<file path="src/rtl/wdog_pkg.sv">
package wdog_pkg;

  localparam int CODE_W = 5;
  typedef logic [CODE_W-1:0] code_t;

  localparam code_t      CODE_STOP    = '1;
  localparam logic [7:0] ADDR_SERVICE = 8'h09;
  localparam logic [7:0] ADDR_CTRL    = 8'h0A;
  localparam logic [3:0] SERVICE_KEY  = 4'b1010;
  localparam int         EN_BIT       = 7;

  // Code 0 is clamped to the one-tick minimum; other codes map one to one.
  function automatic code_t limit_of(code_t c);
    return (c == '0) ? code_t'(1) : c;
  endfunction

endpackage

</file>
<file path="src/rtl/wdog_rst_sync.sv">
module wdog_rst_sync #(
  parameter int STAGES = 2
) (
  input  logic clk,
  input  logic arst_n,
  output logic srst_n
);

  logic [STAGES-1:0] sync_q;
  logic [STAGES-1:0] sync_d;

  always_comb begin
    sync_d = {sync_q[STAGES-2:0], 1'b1};
  end

  always_ff @(posedge clk or negedge arst_n) begin
    if (!arst_n) begin
      sync_q <= '0;
    end else begin
      sync_q <= sync_d;
    end
  end

  assign srst_n = sync_q[STAGES-1];

endmodule

</file>
<file path="src/rtl/wdog_tick_gen.sv">
module wdog_tick_gen #(
  parameter int TICK_CYCLES = 20_000_000
) (
  input  logic clk,
  input  logic rst_n,
  input  logic clear,
  input  logic run,
  output logic tick
);

  localparam int PW = (TICK_CYCLES > 2) ? $clog2(TICK_CYCLES) : 1;
  localparam logic [PW-1:0] LAST = PW'(TICK_CYCLES - 1);

  logic [PW-1:0] pre_q;
  logic [PW-1:0] pre_d;
  logic          pre_ce;
  logic          at_last;

  assign at_last = (pre_q == LAST);
  assign pre_ce  = clear | run;

  always_comb begin
    pre_d = pre_q;
    if (clear) begin
      pre_d = '0;
    end else if (run) begin
      pre_d = at_last ? '0 : pre_q + PW'(1);
    end
  end

  always_ff @(posedge clk or negedge rst_n) begin
    if (!rst_n) begin
      pre_q <= '0;
    end else if (pre_ce) begin
      pre_q <= pre_d;
    end
  end

  assign tick = run & ~clear & at_last;

endmodule

</file>
<file path="src/rtl/wdog_ctrl_regs.sv">
module wdog_ctrl_regs
  import wdog_pkg::*;
(
  input  logic       clk,
  input  logic       rst_n,
  input  logic       wr_en,
  input  logic [7:0] wr_addr,
  input  logic [7:0] wr_data,
  output logic       enable,
  output code_t      code,
  output logic       service,
  output logic [7:0] rd_data
);

  logic  en_q, en_d;
  code_t code_q, code_d;
  logic  ctrl_we;
  logic  unused_rsvd;

  assign ctrl_we     = wr_en && (wr_addr == ADDR_CTRL);
  assign service     = wr_en && (wr_addr == ADDR_SERVICE) && (wr_data[3:0] == SERVICE_KEY);
  assign unused_rsvd = ^wr_data[6:5];

  always_comb begin
    en_d   = wr_data[EN_BIT];
    code_d = wr_data[CODE_W-1:0];
  end

  always_ff @(posedge clk or negedge rst_n) begin
    if (!rst_n) begin
      en_q   <= 1'b0;
      code_q <= CODE_STOP;
    end else if (ctrl_we) begin
      en_q   <= en_d;
      code_q <= code_d;
    end
  end

  assign enable  = en_q;
  assign code    = code_q;
  assign rd_data = {en_q, 2'b00, code_q};

endmodule

</file>
<file path="src/rtl/wdog_counter.sv">
module wdog_counter
  import wdog_pkg::*;
#(
  parameter int TICK_CYCLES = 20_000_000
) (
  input  logic  clk,
  input  logic  rst_n,
  input  logic  restart,
  input  logic  supply_ok,
  input  logic  enable,
  input  code_t code,
  output logic  req
);

  code_t limit_q, limit_d;
  code_t cnt_q, cnt_d;
  logic  expired_q, expired_d;
  logic  req_q, req_d;
  logic  clr, run, tick, state_ce;
  code_t cnt_inc;

  assign clr      = restart | ~supply_ok;
  assign run      = supply_ok & ~expired_q & (limit_q != CODE_STOP);
  assign cnt_inc  = cnt_q + code_t'(1);
  assign state_ce = clr | tick | req_q;

  wdog_tick_gen #(.TICK_CYCLES(TICK_CYCLES)) u_tick (
    .clk   (clk),
    .rst_n (rst_n),
    .clear (clr),
    .run   (run),
    .tick  (tick)
  );

  always_comb begin
    limit_d   = limit_q;
    cnt_d     = cnt_q;
    expired_d = expired_q;
    req_d     = 1'b0;
    if (clr) begin
      limit_d   = limit_of(code);
      cnt_d     = '0;
      expired_d = 1'b0;
    end else if (tick) begin
      cnt_d = cnt_inc;
      if (cnt_inc == limit_q) begin
        expired_d = 1'b1;
        req_d     = enable;
      end
    end
  end

  always_ff @(posedge clk or negedge rst_n) begin
    if (!rst_n) begin
      limit_q   <= CODE_STOP;
      cnt_q     <= '0;
      expired_q <= 1'b0;
      req_q     <= 1'b0;
    end else if (state_ce) begin
      limit_q   <= limit_d;
      cnt_q     <= cnt_d;
      expired_q <= expired_d;
      req_q     <= req_d;
    end
  end

  assign req = req_q;

endmodule

</file>
<file path="src/rtl/pattern_watchdog.sv">
module pattern_watchdog
  import wdog_pkg::*;
#(
  parameter int TICK_CYCLES = 20_000_000,
  parameter int SYNC_STAGES = 2
) (
  input  logic       clk,
  input  logic       rst_n,
  input  logic       wr_en,
  input  logic [7:0] wr_addr,
  input  logic [7:0] wr_data,
  output logic [7:0] rd_data,
  input  logic       supply_ok,
  input  logic       rst_release,
  output logic       wdt_reset_req
);

  logic  srst_n;
  logic  enable;
  code_t code;
  logic  service;
  logic  restart;

  wdog_rst_sync #(.STAGES(SYNC_STAGES)) u_sync (
    .clk    (clk),
    .arst_n (rst_n),
    .srst_n (srst_n)
  );

  wdog_ctrl_regs u_regs (
    .clk     (clk),
    .rst_n   (srst_n),
    .wr_en   (wr_en),
    .wr_addr (wr_addr),
    .wr_data (wr_data),
    .enable  (enable),
    .code    (code),
    .service (service),
    .rd_data (rd_data)
  );

  assign restart = service | rst_release;

  wdog_counter #(.TICK_CYCLES(TICK_CYCLES)) u_cnt (
    .clk       (clk),
    .rst_n     (srst_n),
    .restart   (restart),
    .supply_ok (supply_ok),
    .enable    (enable),
    .code      (code),
    .req       (wdt_reset_req)
  );

endmodule

</file>
<file path="config.mk">
export PLATFORM = sky130hd
export DESIGN_NAME = pattern_watchdog
export DESIGN_NICKNAME = d
export VERILOG_FILES = /design/src/rtl/wdog_pkg.sv /design/src/rtl/wdog_rst_sync.sv /design/src/rtl/wdog_tick_gen.sv /design/src/rtl/wdog_ctrl_regs.sv /design/src/rtl/wdog_counter.sv /design/src/rtl/pattern_watchdog.sv
export SDC_FILE = /design/constraint.sdc
export NUM_CORES = 1
export LEC_CHECK = 0
export ABC_AREA = 1
export BUFFER_PORTS_ARGS = -buffer_cell sky130_fd_sc_hd__clkbuf_2
export CAP_MARGIN = 40
export CORE_ASPECT_RATIO = 1.75
export CORE_MARGIN = 3
export CORE_UTILIZATION = 59
export DETAILED_ROUTE_END_ITERATION = 6
export PLACE_DENSITY_LB_ADDON = 0.15
export SLEW_MARGIN = 10
export SYNTH_ARGS = -nofsm -noshare
export SYNTH_HDL_FRONTEND = slang
export SYNTH_SLANG_ARGS = --single-unit
</file>
<file path="constraint.sdc">
create_clock -name clk -period 1.76 [get_ports clk]
set_input_delay 0.088 -clock clk [delete_from_list [all_inputs] [get_ports clk]]
set_output_delay 0.088 -clock clk [all_outputs]
set_load 0.005 [all_outputs]
</file>
==> results_dict.tcl, run 1 <==
set metrics [dict create \
    io_pins 30 \
    synth_compound_area_frac 0.0708 \
    setup.worst_path.end_class "register" \
    groute.usage.overall 0.244 \
    hpwl_um 4820 \
    synth_xor_area_frac 0.0483 \
    overflow 0 \
    clockRootBuffer "clkbuf_8" \
    worst_pin_slew_ps 497 \
    setup_violations 0 \
    min_from "wr_data[0]" \
    wl_um 6190 \
    dp_cells 434 \
    area_delta_synth_final_pct 14.2 \
    clock_latency_ps 300 \
    synthTopCellsByArea "dfrtp_1 (32%), nand2_1 (14%), dfstp_2 (9.7%), inv_1 (5.7%), nand3_1 (5.5%)" \
    hp-class "primary input to register" \
    synth_mux_area_frac 0.0166 \
    synth_top_family_by_area "simple AND/OR/NAND/NOR gates" \
    n_antenna_cell 0 \
    power_w 0.00203 \
    cts.path.max_buffers 2 \
    r2r-start "u_cnt.u_tick.pre_q[13]" \
    htreeDepth 2 \
    nNetsFinal 415 \
    rrSetupSlack_ps 100 \
    syn-cell-area_um2 2720 \
    syn-instance-count 353 \
    yosysWarnings 0 \
    yosys.area_share.simple 0.352 \
    port_buffers 25 \
    critPathLaunchType "register" \
    fin_crit_sh 0.943 \
    cts.sinks 45 \
    first_iter_violations 140 \
    synth.distinct_cells 36 \
    ant_nets 0 \
    grt_pass1_wl_um 10300 \
    antenna_found_initial 0 \
    numCtsBuffers 5 \
    initial_core_util 0.612 \
    leakage_nw 1.52 \
    final_cell_mix "nand2_1 (103), inv_1 (41), nor2_1 (34), dfrtp_1 (34), nand3_1 (30)" \
    ys_ff_latch 45 \
    finalNonFillerCells 444 \
    cts_tree "built" \
    status "complete, no violations" \
    viasPerCell 5.51 \
    max_slew_margin 0.667 \
    final.min_clock_period_ps 1660 \
    critPathArrivalTime_ps 1840 \
    grt_max_degree 22 \
    path_max_fanout 6 \
    hold_viol 0 \
    critical_path_class "register to register" \
    clk_pin_slew_ps 80 \
    slew_violations 0 \
    ys_seq_area_frac 0.419 \
    vdd_drop_max_mv 0.541 \
    synth_adder_area_share 0.00920 \
    first_global_vias 2406 \
    wire_per_inst_um 13.9 \
    place_congestion 0.842 \
    whs_ps 3.14 \
    synth_top_area_frac 0.322 \
    die_h_um 95.8 \
    nFillCells 389 \
    dieArea_um2 5490 \
    fin_tns_setup_ps 0 \
    clock_skew_ps 2.05 \
    core_um2 4440 \
    final_area_um2 3110 \
    dr.pass1.iters 4 \
    route.vias.total 2447 \
    drc 0 \
    crit_start "u_cnt.u_tick.pre_q[13]" \
    rows 32 \
    dpl_cell_area_um2 2950 \
    layout-drive-gt1-share 0.224 \
    die_w_um 57.3 \
    required_ps 1940 \
    cap_viol_max_count 0 \
    syn_avg_cell_area_um2 7.71 \
    maxClockFrequency_mhz 602 \
    synth_top_area_cell "dfrtp_1" \
    final_common_cell "nand2_1" \
    power_density_nw_per_um2 655 \
]
state kept, by name, indices dropped and copies added (netlist names):
register            flops
u_cnt.req               1
u_cnt.u_tick.pre_q     25
u_cnt.expired_q         1
u_cnt.cnt_q             5
u_sync.sync_q           2
u_regs.enable           1
u_cnt.limit_q           5
u_regs.code             5
kinds of logic (layout without fill, tap and decap cells):
| logic type | after synthesis | in the layout |
|---|---|---|
| simple gates | 204 | 204 |
| other cells | 2 | 3 |
| compound gates | 31 | 31 |
| fa+ha+maj | 2 | 2 |
| flops | 45 | 45 |
| xor+xnor | 15 | 15 |
| mux | 4 | 4 |
| buf+inv | 50 | 89 |
timing repair:
item,4_1_cts,5_1_grt
hold buffers,1,0
setup endpoints to repair,0,25
setup buffers,0,1
resized for setup,0,5
hold endpoints to repair,2,0
Yosys cell counts (all sizes together):
master	number
inv	43
mux2	4
a21oi	1
nor2	41
and2	1
or2	2
nand4	10
nor4	1
nand2	107
nor3	9
xor2	11
nand3	33
conb	2
o21bai	1
buf	7
xnor2	4
o22ai	5
ha	2
dfstp	10
dfrtp	35
o21ai	24
worst paths after layout:
path                            cells past startpoint                     end
worst max-delay path                                7  u_cnt.u_tick.pre_q[24]
worst max register to register                      7  u_cnt.u_tick.pre_q[24]
worst min-delay path                                3          u_regs.code[0]
worst min register to register                      0  u_cnt.u_tick.pre_q[20]
min in group asynchronous                           2        u_sync.sync_q[0]
max in group asynchronous                           1        u_cnt.limit_q[0]
through the flow:
| stage | setup WS [ps] | utilization |
|---|---|---|
| floorplan | 190 | - |
| global placement | 71.9 | 0.664 |
| detailed placement | 14.0 | 0.664 |
| CTS | 1.45 | 0.693 |
| global route | -36.4 | 0.699 |
| finish | 99.7 | 0.699 |
worst max-delay path: stages, from the launching register on:
cell and delay (ps):
dfrtp_1 450, nand2_1 100, nor2_1 270, nand3_1 120, nor3_1 300, nand3_1 120, nand3_1 110, o21ai_0 80
power breakdown:
group	switching [W]	internal [W]
Sequential	0.0000239	0.00106
Combinational	0.0000865	0.0000591
Clock	0.000339	0.000463
cell type report:
class | instances | area, µm² | share of cell area
repair buffers | 38 | 238 | 0.0766
inverters | 43 | 164 | 0.0528
clock buffers | 7 | 86.3 | 0.0278
flip-flops and latches | 45 | 1140 | 0.367
clock inverters | 1 | 30.0 | 0.00967
well taps | 51 | 63.8 | 0.0205
multi-input cells | 259 | 1380 | 0.446
routing by layer:
| layer | global-route usage | vias to the layer above | wire, µm |
|---|---|---|---|
| li1 | - | 1203 | - |
| met1 | 0.245 | 1173 | 2260 |
| met2 | 0.465 | 48 | 3520 |
| met3 | 0.0309 | 23 | 146 |
| met4 | 0.147 | 0 | 263 |
| met5 | 0 | - | 0 |
Note: power is estimated with default switching activity, not from simulation.
==> inputs of run 2 (changes only) <==
--- a/config.mk
+++ b/config.mk
@@ -8,9 +8,11 @@
 export ABC_AREA = 1
 export BUFFER_PORTS_ARGS = -buffer_cell sky130_fd_sc_hd__clkbuf_2
 export CAP_MARGIN = 40
+export CELL_PAD_IN_SITES_DETAIL_PLACEMENT = 1
+export CELL_PAD_IN_SITES_GLOBAL_PLACEMENT = 2
 export CORE_ASPECT_RATIO = 1.75
 export CORE_MARGIN = 3
-export CORE_UTILIZATION = 59
+export CORE_UTILIZATION = 34
 export DETAILED_ROUTE_END_ITERATION = 6
 export PLACE_DENSITY_LB_ADDON = 0.15
 export SLEW_MARGIN = 10
==> run 2 against run 1 <==
Effect of this change: worst hold slack better by 21 ps; clock power is 23% higher; sequential share of layout area is 1.8 points lower; total power rose by 9.3%; fmax up 0.28%; critical path type unchanged; critical endpoint is now u_cnt.u_tick.pre_q[3]; largest power group unchanged.
==> results_dict.tcl, run 2 (synthesis gave the netlist of run 1 again) <==
set metrics [dict create \
    crit_start "u_cnt.u_tick.pre_q[0]" \
    status "complete, no violations" \
    maxClockFrequency_mhz 604 \
    cap_viol_max_count 0 \
    setup_violations 0 \
    max_slew_margin 0.609 \
    final_common_cell "nand2_1" \
    rows 42 \
    core_um2 7670 \
    final_util 0.426 \
    hpwl_um 6180 \
    first_global_vias 2702 \
    path_max_fanout 11 \
    nNetsFinal 426 \
    slew_violations 0 \
    finalNonFillerCells 492 \
    wl_um 7800 \
    clock_skew_ps 6.66 \
    place_congestion 0.804 \
    route.vias.total 2480 \
    numCtsBuffers 5 \
    multi_input_area_um2 1380 \
    dp_cells 481 \
    leakage_nw 1.58 \
    area_delta_synth_final_pct 20.2 \
    cpMaxStageDelayCell "dfrtp_1" \
    fin_tns_setup_ps 0 \
    initial_core_util 0.355 \
    largest_register_ff_count 25 \
    min_path_cells 3 \
    die_h_um 124 \
    whs_ps 24.4 \
    rrSetupSlack_ps 100 \
    critical-path-top-delay-family "simple AND/OR/NAND/NOR gates" \
    dieArea_um2 9150 \
    hold_viol 0 \
    n_antenna_cell 0 \
    port_buffers 25 \
    final.min_clock_period_ps 1660 \
    cp_num_cells 9 \
    final_cell_mix "nand2_1 (103), inv_1 (41), nor2_1 (33), dfrtp_1 (33), nand3_1 (30)" \
    grt_max_degree 44 \
    viasPerCell 5.04 \
    cp-endpoint "u_cnt.u_tick.pre_q[3]" \
    largest-register "u_cnt.u_tick.pre_q" \
    hp-class "primary input to register" \
    antenna_found_initial 0 \
    ff_latch_area_um2 1140 \
    rr_worst_depth 9 \
    clock_latency_ps 290 \
    overflow 0 \
    worst-path-buf-inv 1 \
    ant_nets 0 \
    crit_chain "ha_2 -> nand2_2 -> nor2_4 -> nand2_4 -> nor2_8 -> nand3_4 -> nand2_8 -> buf_12 -> o22ai_1" \
    vdd_drop_max_mv 0.411 \
    cts.path.max_buffers 2 \
    dr.pass1.iters 4 \
    wire_per_inst_um 15.9 \
    fin_crit_sh 0.941 \
    critical_path_class "register to register" \
    htreeDepth 2 \
    slowest_delay_ps 380 \
    r2r-start "u_cnt.u_tick.pre_q[0]" \
    io_pins 30 \
    grt_pass1_wl_um 12700 \
    first_iter_violations 33 \
    die_w_um 73.6 \
    groute.usage.overall 0.181 \
    power_density_nw_per_um2 680 \
    setup.worst_path.end_class "register" \
    critPathLaunchType "register" \
    nFillCells 974 \
    worst_pin_slew_ps 587 \
    rsz0062_at_grt "yes" \
    cts.sinks 45 \
    drc 0 \
    clk_pin_slew_ps 70 \
    cts_tree "built" \
    critPathArrivalTime_ps 1830 \
    layout-drive-gt1-share 0.252 \
    clockRootBuffer "clkbuf_16" \
    timing.rr.end "u_cnt.u_tick.pre_q[3]" \
    required_ps 1930 \
]
## run 2: worst reg2reg max path: stages (launching register included)
cell	delay, ps
dfrtp_1	380
ha_2	210
nand2_2	80
nor2_4	120
nand2_4	110
nor2_8	130
nand3_4	140
nand2_8	140
buf_12	150
o22ai_1	80
## run 2: where the power goes
part	switching, W	internal [W]	leakage (nW)
clock	0.000421	0.000566	0.0768
combinational	0.0000976	0.0000601	0.914
sequential	0.0000157	0.00106	0.585
total	0.000534	0.00169	1.58
## run 2: through the flow
step / cell area [µm²] / total power, W / setup slack [ps]
final: 3270 / 0.00222 / 104
after global routing: 3270 / 0.00232 / -10.9
after CTS: 3240 / 0.00226 / 15.7
after detailed placement: 3070 / 0.00126 / 14.3
after global placement: 3070 / 0.00125 / 70.1
after floorplan: 2720 / 0.00119 / 190
## run 2: worst min path at each step
stage / from / endpoint / slack, ps
global route: wr_data[4] / u_regs.code[4] / 30
CTS: wr_data[2] / u_regs.code[2] / 20
floorplan: rst_n / u_sync.sync_q[0] / -210
finish: wr_data[2] / u_regs.code[2] / 20
global placement: rst_n / u_sync.sync_q[0] / -130
detailed placement: rst_n / u_sync.sync_q[0] / -120
## run 2: layer usage
metal  vias up  GRT usage  wire (µm)
li1       1223          -          -
met1      1221      0.172       2780
met2        22      0.358       4680
met3        14     0.0267        138
met4         0     0.0736        203
met5         -          0          0
## run 2: what timing repair did
item,CTS,global route
setup buffers,0,2
hold endpoints to repair,2,0
pin swaps,0,2
setup endpoints to repair,1,28
hold buffers,1,0
resized for setup,1,7
## run 2: cell type report
class,count,share of cell area
Clock buffer,6,0.0425
Multi-Input combinational cell,259,0.422
Clock inverter,2,0.00421
Sequential cell,45,0.349
Timing Repair Buffer,49,0.0979
Tap cell,88,0.0337
Inverter,43,0.0509
==> inputs of run 3 (changes only) <==
--- a/config.mk
+++ b/config.mk
@@ -5,14 +5,13 @@
 export SDC_FILE = /design/constraint.sdc
 export NUM_CORES = 1
 export LEC_CHECK = 0
-export ABC_AREA = 1
 export BUFFER_PORTS_ARGS = -buffer_cell sky130_fd_sc_hd__clkbuf_2
 export CAP_MARGIN = 40
 export CELL_PAD_IN_SITES_DETAIL_PLACEMENT = 1
 export CELL_PAD_IN_SITES_GLOBAL_PLACEMENT = 2
 export CORE_ASPECT_RATIO = 1.75
 export CORE_MARGIN = 3
-export CORE_UTILIZATION = 34
+export CORE_UTILIZATION = 37
 export DETAILED_ROUTE_END_ITERATION = 6
 export PLACE_DENSITY_LB_ADDON = 0.15
 export SLEW_MARGIN = 10
==> run 3 against run 2 <==
Effect of this change: the flow now finishes with violations (negative setup slack); wire length increased by 8.7%; global-route usage grew 4.4 points; worst hold slack lost 0.64 ps; non-clock buffer count is 40 higher; register-to-register slack lost 290 ps; final cell count down 14%; area after synthesis is 6.2% lower; combinational power is 30% higher; sequential power about the same; worst setup slack worse by 290 ps; final area grew 13%; critical path type unchanged; critical endpoint is now u_cnt.u_tick.pre_q[15].
==> results_dict.tcl, run 3 <==
set metrics [dict create \
    status "finished, violations left" \
    violations "negative setup slack" \
    n_antenna_cell 0 \
    largest_register_ff_count 25 \
    crit_chain "ha_4 -> nand3_4 -> or3_4 -> or2_4 -> buf_6 -> a32oi_2 -> o31ai_2" \
    finalNonFillerCells 424 \
    dpl_cell_area_um2 3220 \
    die_h_um 116 \
    numCtsBuffers 5 \
    nNetsFinal 364 \
    final_area_um2 3690 \
    cts.sinks 45 \
    dp_slack_ps -298 \
    syn_avg_cell_area_um2 9.74 \
    syn-instance-count 262 \
    critical_path_class "register to register" \
    synth_edf_count 0 \
    clk_pin_slew_ps 70 \
    final_util 0.556 \
    area_delta_synth_final_pct 44.7 \
    clock_latency_ps 300 \
    setup_violations 32 \
    htreeDepth 2 \
    slowest_delay_ps 420 \
    drc 0 \
    synth_top_area_cell "dfrtp_1" \
    hold_viol 0 \
    first_global_vias 2649 \
    ys_ff_latch 45 \
    yosysWarnings 0 \
    maxClockFrequency_mhz 513 \
    yosysMostFrequentCell "dfrtp_1" \
    yosys-top-cells-count "dfrtp_1 (35), a31oi_1 (31), nand3_1 (27), nand2_1 (18), clkbuf_1 (12)" \
    rsz0062_at_grt "yes" \
    core_um2 6640 \
    grt_pass1_wl_um 13300 \
    critPathArrivalTime_ps 2120 \
    final_cell_mix "buf_4 (51), dfrtp_1 (34), nand3_1 (25), clkbuf_2 (25), a31oi_1 (24)" \
    dieArea_um2 7970 \
    slew_violations 0 \
    place_congestion 0.832 \
    leakage_nw 1.59 \
    clockRootBuffer "clkbuf_16" \
    required_ps 1930 \
    multi_input_area_um2 1540 \
    die_w_um 68.8 \
    fin_crit_sh 1.11 \
    io_pins 30 \
    rows 39 \
    ys.flop_type "dfrtp_1" \
    wl_um 8480 \
    fin_ws_ps -188 \
    layout-drive-gt1-share 0.450 \
    cpMaxStageDelayCell "dfrtp_1" \
    final_common_cell "buf_4" \
    syn-cell-area_um2 2550 \
    cap_viol_max_count 0 \
    ant_nets 0 \
    route.vias.total 2501 \
    port_buffers 25 \
    worst-path-buf-inv 1 \
    clock_skew_ps 8.34 \
    antenna_found_initial 0 \
    groute.usage.overall 0.225 \
    synth.distinct_cells 54 \
    hp-class "primary input to register" \
    ys_seq_area_frac 0.446 \
    setup.worst_path.end_class "register" \
    ff_latch_area_um2 1140 \
    first_iter_violations 133 \
    overflow 0 \
    hpwl_um 6050 \
    initial_core_util 0.385 \
    wire_per_inst_um 20.0 \
    synth_top_area_frac 0.343 \
    dp_cells 408 \
    async_flop_share 1.00 \
    cts_tree "built" \
    final.min_clock_period_ps 1950 \
    cts.path.max_buffers 2 \
    critPathLaunchType "register" \
    critical-path-top-delay-family "simple AND/OR/NAND/NOR gates" \
    viasPerCell 5.90 \
    path_max_fanout 8 \
    grt_max_degree 25 \
    power_density_nw_per_um2 658 \
    largest-register "u_cnt.u_tick.pre_q" \
    synthTopCellsByArea "dfrtp_1 (34%), dfstp_2 (10%), a31oi_1 (7.6%), nand3_1 (5.3%), mux2_2 (4.0%)" \
    vdd_drop_max_mv 0.525 \
    nFillCells 764 \
    dr.pass1.iters 4 \
]
-- run 3: changes by cell type in the layout (fill, tap and decap cells not counted), moves of 5 or more --
cell,before,now
and3_1,0,8
nand2_1,103,15
xor2_1,11,2
o21ai_0,16,5
a31oi_4,0,5
and4_1,0,6
inv_1,41,7
a31oi_1,0,24
nand3_1,30,25
buf_4,22,51
nor2_1,33,6
-- run 3: per-layer routing --
layer / share of wire / track usage
met5: 0 / 0
met4: 0.048 / 0.111
met3: 0.023 / 0.0378
met2: 0.58 / 0.412
met1: 0.34 / 0.237
-- run 3: path summary, 6_finish.rpt --
path	end	start	depth (start not counted)	slack (ps)
hold / removal	u_regs.code[4]	wr_data[4]	2	20
min in group asynchronous	u_sync.sync_q[0]	rst_n	2	120
hold reg to reg	u_cnt.req	u_sync.sync_q[1]	0	210
setup / recovery	u_cnt.u_tick.pre_q[15]	u_cnt.u_tick.pre_q[0]	7	-190
setup reg to reg	u_cnt.u_tick.pre_q[15]	u_cnt.u_tick.pre_q[0]	7	-190
max in group asynchronous	u_cnt.limit_q[1]	u_sync.sync_q[1]	1	980
-- run 3: stage by stage --
step	TNS, ps	power (W)	hold slack [ps]
final	-3930	0.00243	23.7
after global routing	-6450	0.00251	34.4
after global placement	-2440	0.00130	-127
after CTS	-2130	0.00244	24.3
after floorplan	-3970	0.00121	-208
after detailed placement	-3720	0.00131	-122
-- run 3: report_power, final --
part	switching, W	leakage [nW]	internal, W
Combinational	0.000104	0.923	0.000101
Sequential	0.0000289	0.586	0.00107
Clock	0.000417	0.0831	0.000709
-- run 3: area by class of cell --
| class | count | area share |
|---|---|---|
| Timing Repair Buffer | 89 | 0.192 |
| Clock buffer | 6 | 0.0376 |
| Inverter | 7 | 0.00712 |
| Sequential cell | 45 | 0.309 |
| Multi-Input combinational cell | 193 | 0.417 |
| Tap cell | 82 | 0.0278 |
| Clock inverter | 2 | 0.0102 |
-- run 3: worst register-to-register path, cell delays in order, from the launching register on --
cell and delay, ps:
dfrtp_1 420, ha_4 180, nand3_4 80, or3_4 400, or2_4 310, buf_6 170, a32oi_2 190, o31ai_2 100
-- run 3: cell families after synthesis --
family          share of synthesized area
compound gates                      0.169
xor+xnor                           0.0240
fa+ha+maj                         0.00980
buf+inv                            0.0461
flops                               0.446
mux                                0.0436
other cells                       0.00294
simple gates                        0.259
-- run 3: what timing repair did --
item                       4_1_cts  5_1_grt
setup buffers                    4        1
hold endpoints to repair         2        0
gates cloned                     0        2
setup endpoints to repair       32       32
hold buffers                     1        0
gates resized for setup         18       22
pin swaps                        7        8
